File: config.mk
export PLATFORM = sky130hd
export DESIGN_NAME = ll_desc_walker
export DESIGN_NICKNAME = d
export VERILOG_FILES = /design/src/rtl/ll_desc_walker.sv
export SDC_FILE = /design/constraint.sdc
export NUM_CORES = 1
export LEC_CHECK = 0
export BUFFER_PORTS_ARGS = -buffer_cell sky130_fd_sc_hd__buf_2
export CAP_MARGIN = 30
export CORE_MARGIN = 2
export CORE_UTILIZATION = 59
export DETAILED_ROUTE_END_ITERATION = 12
export HOLD_SLACK_MARGIN = 0.15
export PLACE_DENSITY = 0.82
export SLEW_MARGIN = 30
export SYNTH_ARGS = -nofsm -noshare
export SYNTH_HDL_FRONTEND = slang
export SYNTH_SLANG_ARGS = --single-unit
export TNS_END_PERCENT = 100
File: constraint.sdc
create_clock -name clk -period 5.2 [get_ports clk]
set_input_delay 0.52 -clock clk [delete_from_list [all_inputs] [get_ports clk]]
set_output_delay 0.52 -clock clk [all_outputs]
set_load 0.02 [all_outputs]
File: src/rtl/ll_desc_walker.sv
module ll_desc_walker #(
  parameter int AW = 32,
  parameter int DW = 32,
  parameter int NW = 6
) (
  input  logic                 clk,
  input  logic                 rst_n,
  input  logic                 start,
  input  logic [AW-1:0]        head_ptr,
  output logic                 busy,
  output logic                 mem_req,
  output logic [AW-1:0]        mem_addr,
  input  logic                 mem_rvalid,
  input  logic [DW-1:0]        mem_rdata,
  output logic                 cfg_load,
  output logic [(NW-1)*DW-1:0] cfg_data,
  input  logic                 chan_done,
  output logic                 list_done,
  output logic                 walk_err,
  output logic                 busy_rej
);
  localparam int BYTES = DW / 8;
  localparam int AL    = $clog2(BYTES);
  localparam int IW    = $clog2(NW);
  localparam int CW    = (NW - 1) * DW;

  typedef enum logic [1:0] {S_IDLE, S_FETCH, S_LOAD, S_WAIT} st_t;

  st_t           st;
  logic [AW-1:0] head_q, cur_q, nxt_q;
  logic [IW-1:0] idx_q;
  logic [CW-1:0] cfg_q;
  logic          done_q, err_q, rej_q;
  logic          misal, take, last;

  assign misal     = |mem_addr[AL-1:0];
  assign mem_addr  = cur_q + (AW'(idx_q) << AL);
  assign mem_req   = (st == S_FETCH) && !misal;
  assign take      = mem_req && mem_rvalid;
  assign last      = idx_q == IW'(NW - 1);
  assign busy      = st != S_IDLE;
  assign cfg_load  = st == S_LOAD;
  assign cfg_data  = cfg_q;
  assign list_done = done_q;
  assign walk_err  = err_q;
  assign busy_rej  = rej_q;

  for (genvar w = 0; w < NW - 1; w++) begin : g_word
    always_ff @(posedge clk) begin
      if (!rst_n)
        cfg_q[w*DW +: DW] <= '0;
      else if (take && idx_q == IW'(w))
        cfg_q[w*DW +: DW] <= mem_rdata;
    end
  end

  always_ff @(posedge clk) begin
    if (!rst_n) begin
      st     <= S_IDLE;
      head_q <= '0;
      cur_q  <= '0;
      nxt_q  <= '0;
      idx_q  <= '0;
      done_q <= 1'b0;
      err_q  <= 1'b0;
      rej_q  <= 1'b0;
    end else begin
      done_q <= 1'b0;
      if (busy && start) rej_q <= 1'b1;
      case (st)
        S_IDLE: if (start) begin
          head_q <= head_ptr;
          cur_q  <= head_ptr;
          idx_q  <= '0;
          err_q  <= 1'b0;
          rej_q  <= 1'b0;
          st     <= S_FETCH;
        end
        S_FETCH: begin
          if (misal) begin
            err_q <= 1'b1;
            st    <= S_IDLE;
          end else if (mem_rvalid) begin
            if (last) begin
              nxt_q <= mem_rdata[AW-1:0];
              st    <= S_LOAD;
            end else begin
              idx_q <= idx_q + 1'b1;
            end
          end
        end
        S_LOAD: st <= S_WAIT;
        S_WAIT: if (chan_done) begin
          if (nxt_q == head_q) begin
            done_q <= 1'b1;
            st     <= S_IDLE;
          end else begin
            cur_q <= nxt_q;
            idx_q <= '0;
            st    <= S_FETCH;
          end
        end
        default: st <= S_IDLE;
      endcase
    end
  end
endmodule

# Word level (Yosys, flattened, before mapping)
# Cells that the tools add are included.
[classes]
magnitude_cmp = 0
n_reduce_logical = 23
eq_ne = 18
addsub = 2
bitwise_logic = 1
mul = 0
n_div = 0
shift = 0
n_mux = 25
[ops]
columns = ["cell", "n"]
rows = [
  ["32-bit two-way mux", 3],
  ["32-bit case mux with 2 select lines", 1],
  ["32-bit by 5-bit adder with 32-bit output", 1],
  ["32-bit equality test", 1],
  ["3-bit two-way mux", 6],
  ["2-bit inequality test (second input constant)", 7],
  ["4-bit AND reduction", 3],
  ["2-bit two-way mux", 5],
  ["3-bit case mux with 3 select lines", 1],
  ["1-bit logical AND", 8],
  ["2-bit case mux with 4 select lines", 1],
  ["1-bit two-way mux", 7],
  ["7-bit AND reduction", 1],
  ["3-bit by 2-bit equality test with 1-bit output (second input constant)", 2],
  ["3-bit equality test (second input constant)", 2],
  ["3-bit inequality test (second input constant)", 2],
  ["3-bit AND reduction", 2],
  ["2-bit nonzero test", 3],
  ["2-bit equality test (second input constant)", 2],
  ["3-bit by 1-bit adder with 3-bit output (second input constant)", 1],
  ["3-bit by 1-bit equality test with 1-bit output (second input constant)", 1],
  ["3-bit zero test", 1],
  ["3-bit nonzero test", 1],
  ["2-bit by 1-bit equality test with 1-bit output (second input constant)", 1],
  ["other kinds (6)", 6],
]
[totals]
n_memories = 0
word_cells = 82
mem_bits_ro = 0
inputBits = 69
reg_bits = 264
out_inout_bits = 198
ramBits = 0
latch_bits = 0

# Depth between registers and ports, before layout
# Gate-level depths: netlist (run 1).
[depth]
ltp_word = 6
mapped_depth = 8
mapped_depth_nobuf = 7

# Least setup slack after synthesis (run 1)
# OpenSTA, ideal clock, no wires.
[synth_path]
path_type = "register to output"
from = "register idx_q[0]"
to = "output mem_addr[20]"
path_buffers = 0
stages_incl_launch_ff = 8
path_slack_ns = 2.682
t_arrival_ns = 1.998
required_ns = 4.680
path_cell_list = "dfxtp_1 > ha_1 > fa_1 > a21o_1 > nor2b_1 > and3_1 > and3_1 > xor2_1"
[synth_between]
elab_chain_len = 1
[synth_rtl]
columns = ["item", "line", "source"]
rows = [
  ["from (decl)", "31", "logic [IW-1:0] idx_q;"],
  ["from (signal assigned)", "88", "idx_q <= idx_q + 1'b1;"],
  ["32-bit by 5-bit adder with 32-bit output", "37", "assign mem_addr = cur_q + (AW'(idx_q) << AL);"],
  ["to (decl)", "12", "output logic [AW-1:0] mem_addr,"],
]
# No other way between the ends.

# Worst setup path after layout (run 1)
# Ends and elaborated chain as after synthesis.

==> results.md, run 1 <==
- Hold Fails Final Rpt: 0
- Clock tree buffer depth: 3
- Final Util: 0.714
- Final hold slack: 0.242 ns
- Postcts setup bufs: 0
- Post-synthesis compound-gate area fraction: 0.196
- F_max: 297 MHz
- CTS root buf: clkbuf_16
- Initial Utilization: 0.599
- Data arrival, critical path: 2.85 ns
- Worst rel slew slack: 0.360
- CP max FO: 6
- Comb power frac: 0.102
- Maximum vdd drop: 0.289 mV
- Post-Syn Area: 0.0121 mm^2
- Pins Over Slew Limit: 0
- PnR worst setup slack: 1.83 ns
- Vias in the first global route: 10600
- Setup WS pre-CTS: 2.27 ns
- Die width: 147 um
- Post-cts repair resize count: 0
- Mux cell area share after synthesis: 0
- Main combinational cell family by area after synthesis: simple AND/OR/NAND/NOR gates
- P_sw: 1.20 mW
- Die area: 0.0217 mm^2
- Critical Path RT: 4.68 ns
- # hold bufs at CTS: 0
- Worst-Skew Late Latency: 0.54 ns
- 1st-iter DRT viols: 975
- Critical path class: flop to output pin
- Initial antenna violation count: 1
- Vias/cell: 5.77
- GRT Overall Usage: 0.319
- Port Buffers: 266
- Sequential share of the synthesized area: 0.437
- Final WL: 35.5 mm
- Post-DP HPWL: 23.5 mm
- Area grow syn2layout: 19.1%
- Register-to-register setup slack: 2.35 ns
- Cell Pwr Density: 335 mW/mm^2
- Max-cap violations: 0
- Most frequent cell after synthesis: nand2_1
- Worst-path clk slew: 0.06 ns
- Layout cell share with drive strength beyond 1: 0.195
- First-pass GRT wire length: 56.4 mm
- Hold depth: 2
- Ys async rst share: 0
- Yosys reg bits: 264
- Non-Filler Instances: 2017
- R2R depth: 7
- Final Skew: 0.00635 ns
- Post-layout nets: 1804
- Crit end category: output pin
- LEAKAGE: 6.21 nW
- Critical Path Start Type: flop
- Post-synth top cells: 594 x nand2_1, 264 x dfxtp_1, 186 x a21boi_1, 86 x clkbuf_1, 47 x nor2_1
- Clock share of power: 0.454
- Clk sinks: 264
- Synth warn: 0
- Worst Hold End: st[0]
- Reg-to-reg endpoint: cur_q[21]
- Final worst-path cycle share: 0.647
- Hold_sp: chan_done
- Global route overflow: 0
- XOR/XNOR Fraction of Synth Area: 0.0435
- Outcome: complete, no violations
- DRC: 0
- Final setup vio count: 0
- Synth Net Count: 1619
- Worst Tran Pin Value: 0.961 ns
- Die Span Y: 147 um
- Cts bufs inserted: 27
- I/O pin count: 267
- Fin Setup TNS: 0 ns
- Switching fraction of total power: 0.249
- Synth area leader: dfxtp_1
- CTS tree: built
- Netlist cell types: 40
- Synth top area cells: dfxtp_1 44%, nand2_1 18%, a21boi_1 12%, xor2_1 3.2%, clkbuf_1 2.7%
- RSZ-0062 raised after global routing: no
- Adder-Cell Fraction of Synth Area: 0.00994
- Vias: 11600
- Synth Area per Inst: 7.84 um^2
- ANT nets after route: 0
- Wire per inst: 17.6 um
- Hold/Removal Path Class: input pin to flop
- Primary FF master, synth: dfxtp_1
- Post-Synth Simple-Gate Area: 0.266
- Post-synth top area share: 0.437
- Synthesized instance count: 1541
- Cells after DPL: 1967
- FP Rows: 52
- Post-synth EDFFs: 0
- Fillcell total: 1611
- Final min period: 3.37 ns
- Pre-antenna DRT Iters: 7
- Core Region: 0.0202 mm^2
- Largest net degree at the start of global routing: 165
- Seq pwr share: 0.444
- H-Tree Depth: 1
- Routability cong.: 0.879
- Cell Int Power: 3.62 mW
==> placed cells by master (no fill, tap or decap), types with 2 or more instances in the layout <==
| cell | count |
|---|---|
| a41oi_1 | 33 |
| nor2b_1 | 4 |
| a21o_1 | 3 |
| nor4_1 | 8 |
| a311oi_1 | 2 |
| and4_1 | 7 |
| o2111ai_1 | 32 |
| nand4_1 | 6 |
| bufinv_16 | 6 |
| a21oi_1 | 3 |
| or3b_1 | 2 |
| nand2_2 | 4 |
| buf_2 | 265 |
| clkbuf_8 | 9 |
| clkbuf_16 | 27 |
| ha_1 | 8 |
| xnor2_1 | 16 |
| nor3_1 | 2 |
| clkbuf_1 | 2 |
| nor2_1 | 46 |
| a21boi_1 | 186 |
| a31oi_1 | 3 |
| clkinv_2 | 3 |
| inv_1 | 6 |
| buf_4 | 17 |
| and3_1 | 9 |
| and2_1 | 5 |
| nand2_1 | 590 |
| o21ai_0 | 5 |
| xor2_1 | 44 |
| or4_1 | 32 |
| a21boi_0 | 39 |
| nor3_2 | 2 |
| dfxtp_1 | 264 |
| nand3_1 | 42 |
==> power by group through the flow <==
stage | Sequential, mW | Combinational, mW | Clock [mW]
floorplan | 2.18 | 0.317 | 0
global placement | 2.18 | 0.472 | 0
detailed placement | 2.18 | 0.481 | 0
CTS | 2.14 | 0.485 | 2.21
global route | 2.14 | 0.532 | 2.29
finish | 2.14 | 0.490 | 2.19
==> state kept, by name, indices dropped and copies added (netlist names), named ones only <==
name and cells:
walk_err 1, head_q 32, st 1, nxt_q 32
cur_q 32, idx_q 3, list_done 1, cfg_data 160
==> worst max-delay path, cell delays in order, from the launching register on <==
cell	delay [ns]
dfxtp_1	0.43
ha_1	0.24
fa_1	0.24
a21o_1	0.22
nor2b_1	0.38
and3_1	0.30
and3_1	0.20
xor2_1	0.13
buf_2	0.17
==> metal layers <==
layer,wire (um),vias to the layer above,track usage,part of all wire
met4,1250,0,0.111,0.035
met3,3330,81,0.0658,0.094
met1,14700,5490,0.431,0.41
met2,16200,523,0.509,0.46
met5,0,-,0,0
li1,-,5537,-,-
==> stage by stage <==
step                      power, mW  area, um^2
final                          4.82       14400
after global routing           4.96       14400
after CTS                      4.83       14400
after detailed placement       2.66       13400
after global placement         2.65       13400
after floorplan                2.50       12100
==> final cells by class <==
| type | count | area, um^2 | area share |
|---|---|---|---|
| Antenna cell | 1 | 2.50 | 0.000174 |
| Multi-Input combinational cell | 1144 | 6250 | 0.434 |
| Clock buffer | 37 | 793 | 0.0551 |
| Sequential cell | 264 | 5290 | 0.367 |
| Tap cell | 270 | 338 | 0.0235 |
| Clock inverter | 12 | 231 | 0.0161 |
| Timing Repair Buffer | 283 | 1470 | 0.102 |
| Inverter | 6 | 22.5 | 0.00156 |
==> how the worst max path moves through the flow <==
stage | startpoint | cells past startpoint | endpoint
2_1_floorplan | idx_q[0] | 7 | mem_addr[20]
3_3_place_gp | start | 8 | cur_q[10]
3_5_place_dp | start | 8 | cur_q[10]
4_1_cts | idx_q[0] | 8 | mem_addr[20]
5_1_grt | idx_q[0] | 8 | mem_addr[20]
6_report | idx_q[0] | 8 | mem_addr[20]
==> logic make-up after synthesis <==
kind of cell	Yosys count
AO/OA/AOI/OAI	308
buffers and inverters	133
flip-flops	264
adder cells (fa/ha/maj)	9
XOR/XNOR	60
AND/OR/NAND/NOR	767
No activity file was read; power rests on OpenSTA's default activity.
==> inputs of run 2 (changes only) <==
--- a/config.mk
+++ b/config.mk
@@ -5,13 +5,14 @@
 export SDC_FILE = /design/constraint.sdc
 export NUM_CORES = 1
 export LEC_CHECK = 0
+export ABC_AREA = 1
 export BUFFER_PORTS_ARGS = -buffer_cell sky130_fd_sc_hd__buf_2
 export CAP_MARGIN = 30
 export CORE_MARGIN = 2
-export CORE_UTILIZATION = 59
+export CORE_UTILIZATION = 48
 export DETAILED_ROUTE_END_ITERATION = 12
 export HOLD_SLACK_MARGIN = 0.15
-export PLACE_DENSITY = 0.82
+export PLACE_DENSITY = 0.72
 export SLEW_MARGIN = 30
 export SYNTH_ARGS = -nofsm -noshare
 export SYNTH_HDL_FRONTEND = slang
==> constraint.sdc (replaced) <==
create_clock -name clk -period 2.7 [get_ports clk]
set_input_delay 0.27 -clock clk [delete_from_list [all_inputs] [get_ports clk]]
set_output_delay 0.27 -clock clk [all_outputs]
set_load 0.02 [all_outputs]
==> run 2 against run 1 <==
Sequential share of layout area rose by 0.62 points. Utilization shrank 8.9 points. Power is 84% higher. Flip-flop and latch count unchanged. Largest power group is now registers. Wire length shrank 2.7%. Critical endpoint is now mem_addr[30]. Highest routed layer unchanged. Clock power increased by 62%.
==> results.md, run 2 <==
- Critical Path RT: 2.43 ns
- Global route overflow: 0
- Setup WS pre-CTS: 0.266 ns
- ANT nets after route: 0
- Maximum vdd drop: 0.551 mV
- Outcome: complete, no violations
- Critical Path Start Type: flop
- Netlist cell types: 34
- Switching fraction of total power: 0.268
- Post-synth top cells: 432 x nor2_1, 264 x dfxtp_1, 263 x nand2_1, 199 x o21ai_0, 68 x inv_1
- Comb power frac: 0.131
- Commonest non-fill, non-tap cell in the layout: nor2_1
- Non-Filler Instances: 2139
- Routability cong.: 0.874
- Synth warn: 0
- Clock tree buffer depth: 3
- Synth area leader: dfxtp_1
- Post-synth EDFFs: 0
- Crit end category: output pin
- Ys async rst share: 0
- Vias/cell: 5.12
- Synth top area cells: dfxtp_1 48%, nor2_1 15%, o21ai_0 9.0%, nand2_1 8.9%, a21oi_1 2.8%
- Clk sinks: 264
- Die area: 0.0244 mm^2
- Die Span Y: 156 um
- Final min period: 2.65 ns
- Area of the multi-input gates: 0.00517 mm^2
- Die width: 156 um
- Yosys reg bits: 264
- Wire per inst: 16.2 um
- LEAKAGE: 6.54 nW
- Most frequent cell after synthesis: nor2_1
- Worst-path clk slew: 0.06 ns
- H-Tree Depth: 1
- Vias: 10900
- First-pass GRT wire length: 53.8 mm
- Pwr Total: 8.86 mW
- Data arrival, critical path: 2.38 ns
- CTS tree: built
- Final setup vio count: 0
- Hold/Removal Path Class: input pin to flop
- Synthesized instance count: 1535
- CP max FO: 3
- Final Skew: 0.00827 ns
- Cell Int Power: 6.49 mW
- Register area: 0.00530 mm^2
- Initial Utilization: 0.490
- Post-synth top area share: 0.475
- Sequential share of the synthesized area: 0.475
- Area grow syn2layout: 27.6%
- Synth Net Count: 1613
- P_sw: 2.37 mW
- DRC: 0
- Critical path class: flop to output pin
- Final WL: 34.6 mm
- Post-Syn Area: 0.0111 mm^2
- 1st-iter DRT viols: 692
- I/O pin count: 267
- Core Region: 0.0227 mm^2
- Fillcell total: 2029
- Worst rel slew slack: 0.553
- Hold Fails Final Rpt: 0
- Worst-Skew Late Latency: 0.53 ns
- Cells after DPL: 2015
- Final worst-path cycle share: 0.982
- Layout cell share with drive strength beyond 1: 0.209
- Vias in the first global route: 10300
- Primary FF master, synth: dfxtp_1
- Clock share of power: 0.401
- PnR worst setup slack: 0.0488 ns
- Max-cap violations: 0
- Seq pwr share: 0.468
- Port Buffers: 266
- F_max: 377 MHz
- Worst Tran Pin Value: 0.670 ns
- Cts bufs inserted: 27
- Post-DP HPWL: 23.0 mm
- Post-layout nets: 1914
- Largest net degree at the start of global routing: 89
- CTS root buf: clkbuf_16
- Pre-antenna DRT Iters: 5
- Synth Area per Inst: 7.25 um^2
- Cell Pwr Density: 625 mW/mm^2
- Initial antenna violation count: 1
- Most frequent cells in the layout: 428 x nor2_1, 263 x buf_2, 260 x dfxtp_1, 259 x nand2_1, 199 x o21ai_0
- FP Rows: 55
- GRT Overall Usage: 0.274
- Pins Over Slew Limit: 0
- Number of flip-flops in the largest register: 160
run 2: cell count changes after synthesis, moves of 59 or more:
cell,change
nand2_1,-331
a21oi_1,+59
o21ai_0,+194
a21boi_1,-186
inv_1,+62
nor2_1,+385
run 2: worst paths after layout:
path | start | to | slack [ns] | depth (start not counted)
max | idx_q[0] | mem_addr[30] | 0.05 | 10
min | rst_n | cfg_data[27] | 0.21 | 3
max reg2reg | st[0] | cfg_data[23] | 0.51 | 8
min reg2reg | cfg_data[99] | cfg_data[99] | 0.46 | 2
run 2: logic make-up after synthesis:
family,Yosys count,share of synthesized area
AO/OA/AOI/OAI,268,0.121
XOR/XNOR,48,0.0378
adder cells (fa/ha/maj),9,0.0108
buffers and inverters,167,0.0700
flip-flops,264,0.475
AND/OR/NAND/NOR,779,0.285
run 2: area by class of cell:
cell class	count	share of cell area
Clock buffer	35	0.0526
Multi-Input combinational cell	1104	0.364
Clock inverter	11	0.00582
Antenna cell	1	0.000176
Sequential cell	264	0.373
Inverter	79	0.0209
Timing Repair Buffer	360	0.158
Tap cell	285	0.0251
run 2: worst max-delay path: stages, from the launching register on:
cell and delay [ns]:
dfxtp_4 0.35, ha_4 0.16, fa_2 0.35, nand2_1 0.10, nand2_2 0.08, buf_4 0.14
buf_4 0.13, nand4_1 0.13, nor2_1 0.08, xor2_1 0.14, buf_2 0.18
run 2: through the flow:
stage | TNS, ns | util | cell area, um^2 | hold slack (ns)
after global routing | -0.219 | 0.625 | 14200 | 0.248
after CTS | 0 | 0.621 | 14100 | 0.190
after global placement | 0 | 0.550 | 12500 | 0.445
final | 0 | 0.625 | 14200 | 0.214
after floorplan | 0 | - | 11100 | 0.405
after detailed placement | 0 | 0.550 | 12500 | 0.450
run 2: what timing repair did:
item / in CTS / in global routing
hold buffers: 66 / 0
setup endpoints to repair: 14 / 14
pin swaps: 6 / 9
resized for setup: 22 / 10
endpoints found under the hold margin: 191 / 0
cloned: 0 / 0
setup buffers: 5 / 6
run 2: power groups by stage:
stage,Combinational [mW],Clock [mW],Sequential (mW)
floorplan,0.644,0,4.28
global placement,1.03,0,4.22
detailed placement,1.05,0,4.23
CTS,1.14,3.59,4.15
global route,1.29,3.75,4.16
finish,1.16,3.55,4.15
run 2: metal layers:
metal	GRT usage	wire [um]	vias up
met5	0	0	-
li1	-	-	5455
met2	0.442	15700	419
met3	0.0576	2840	74
met4	0.0869	933	0
met1	0.370	15100	5000
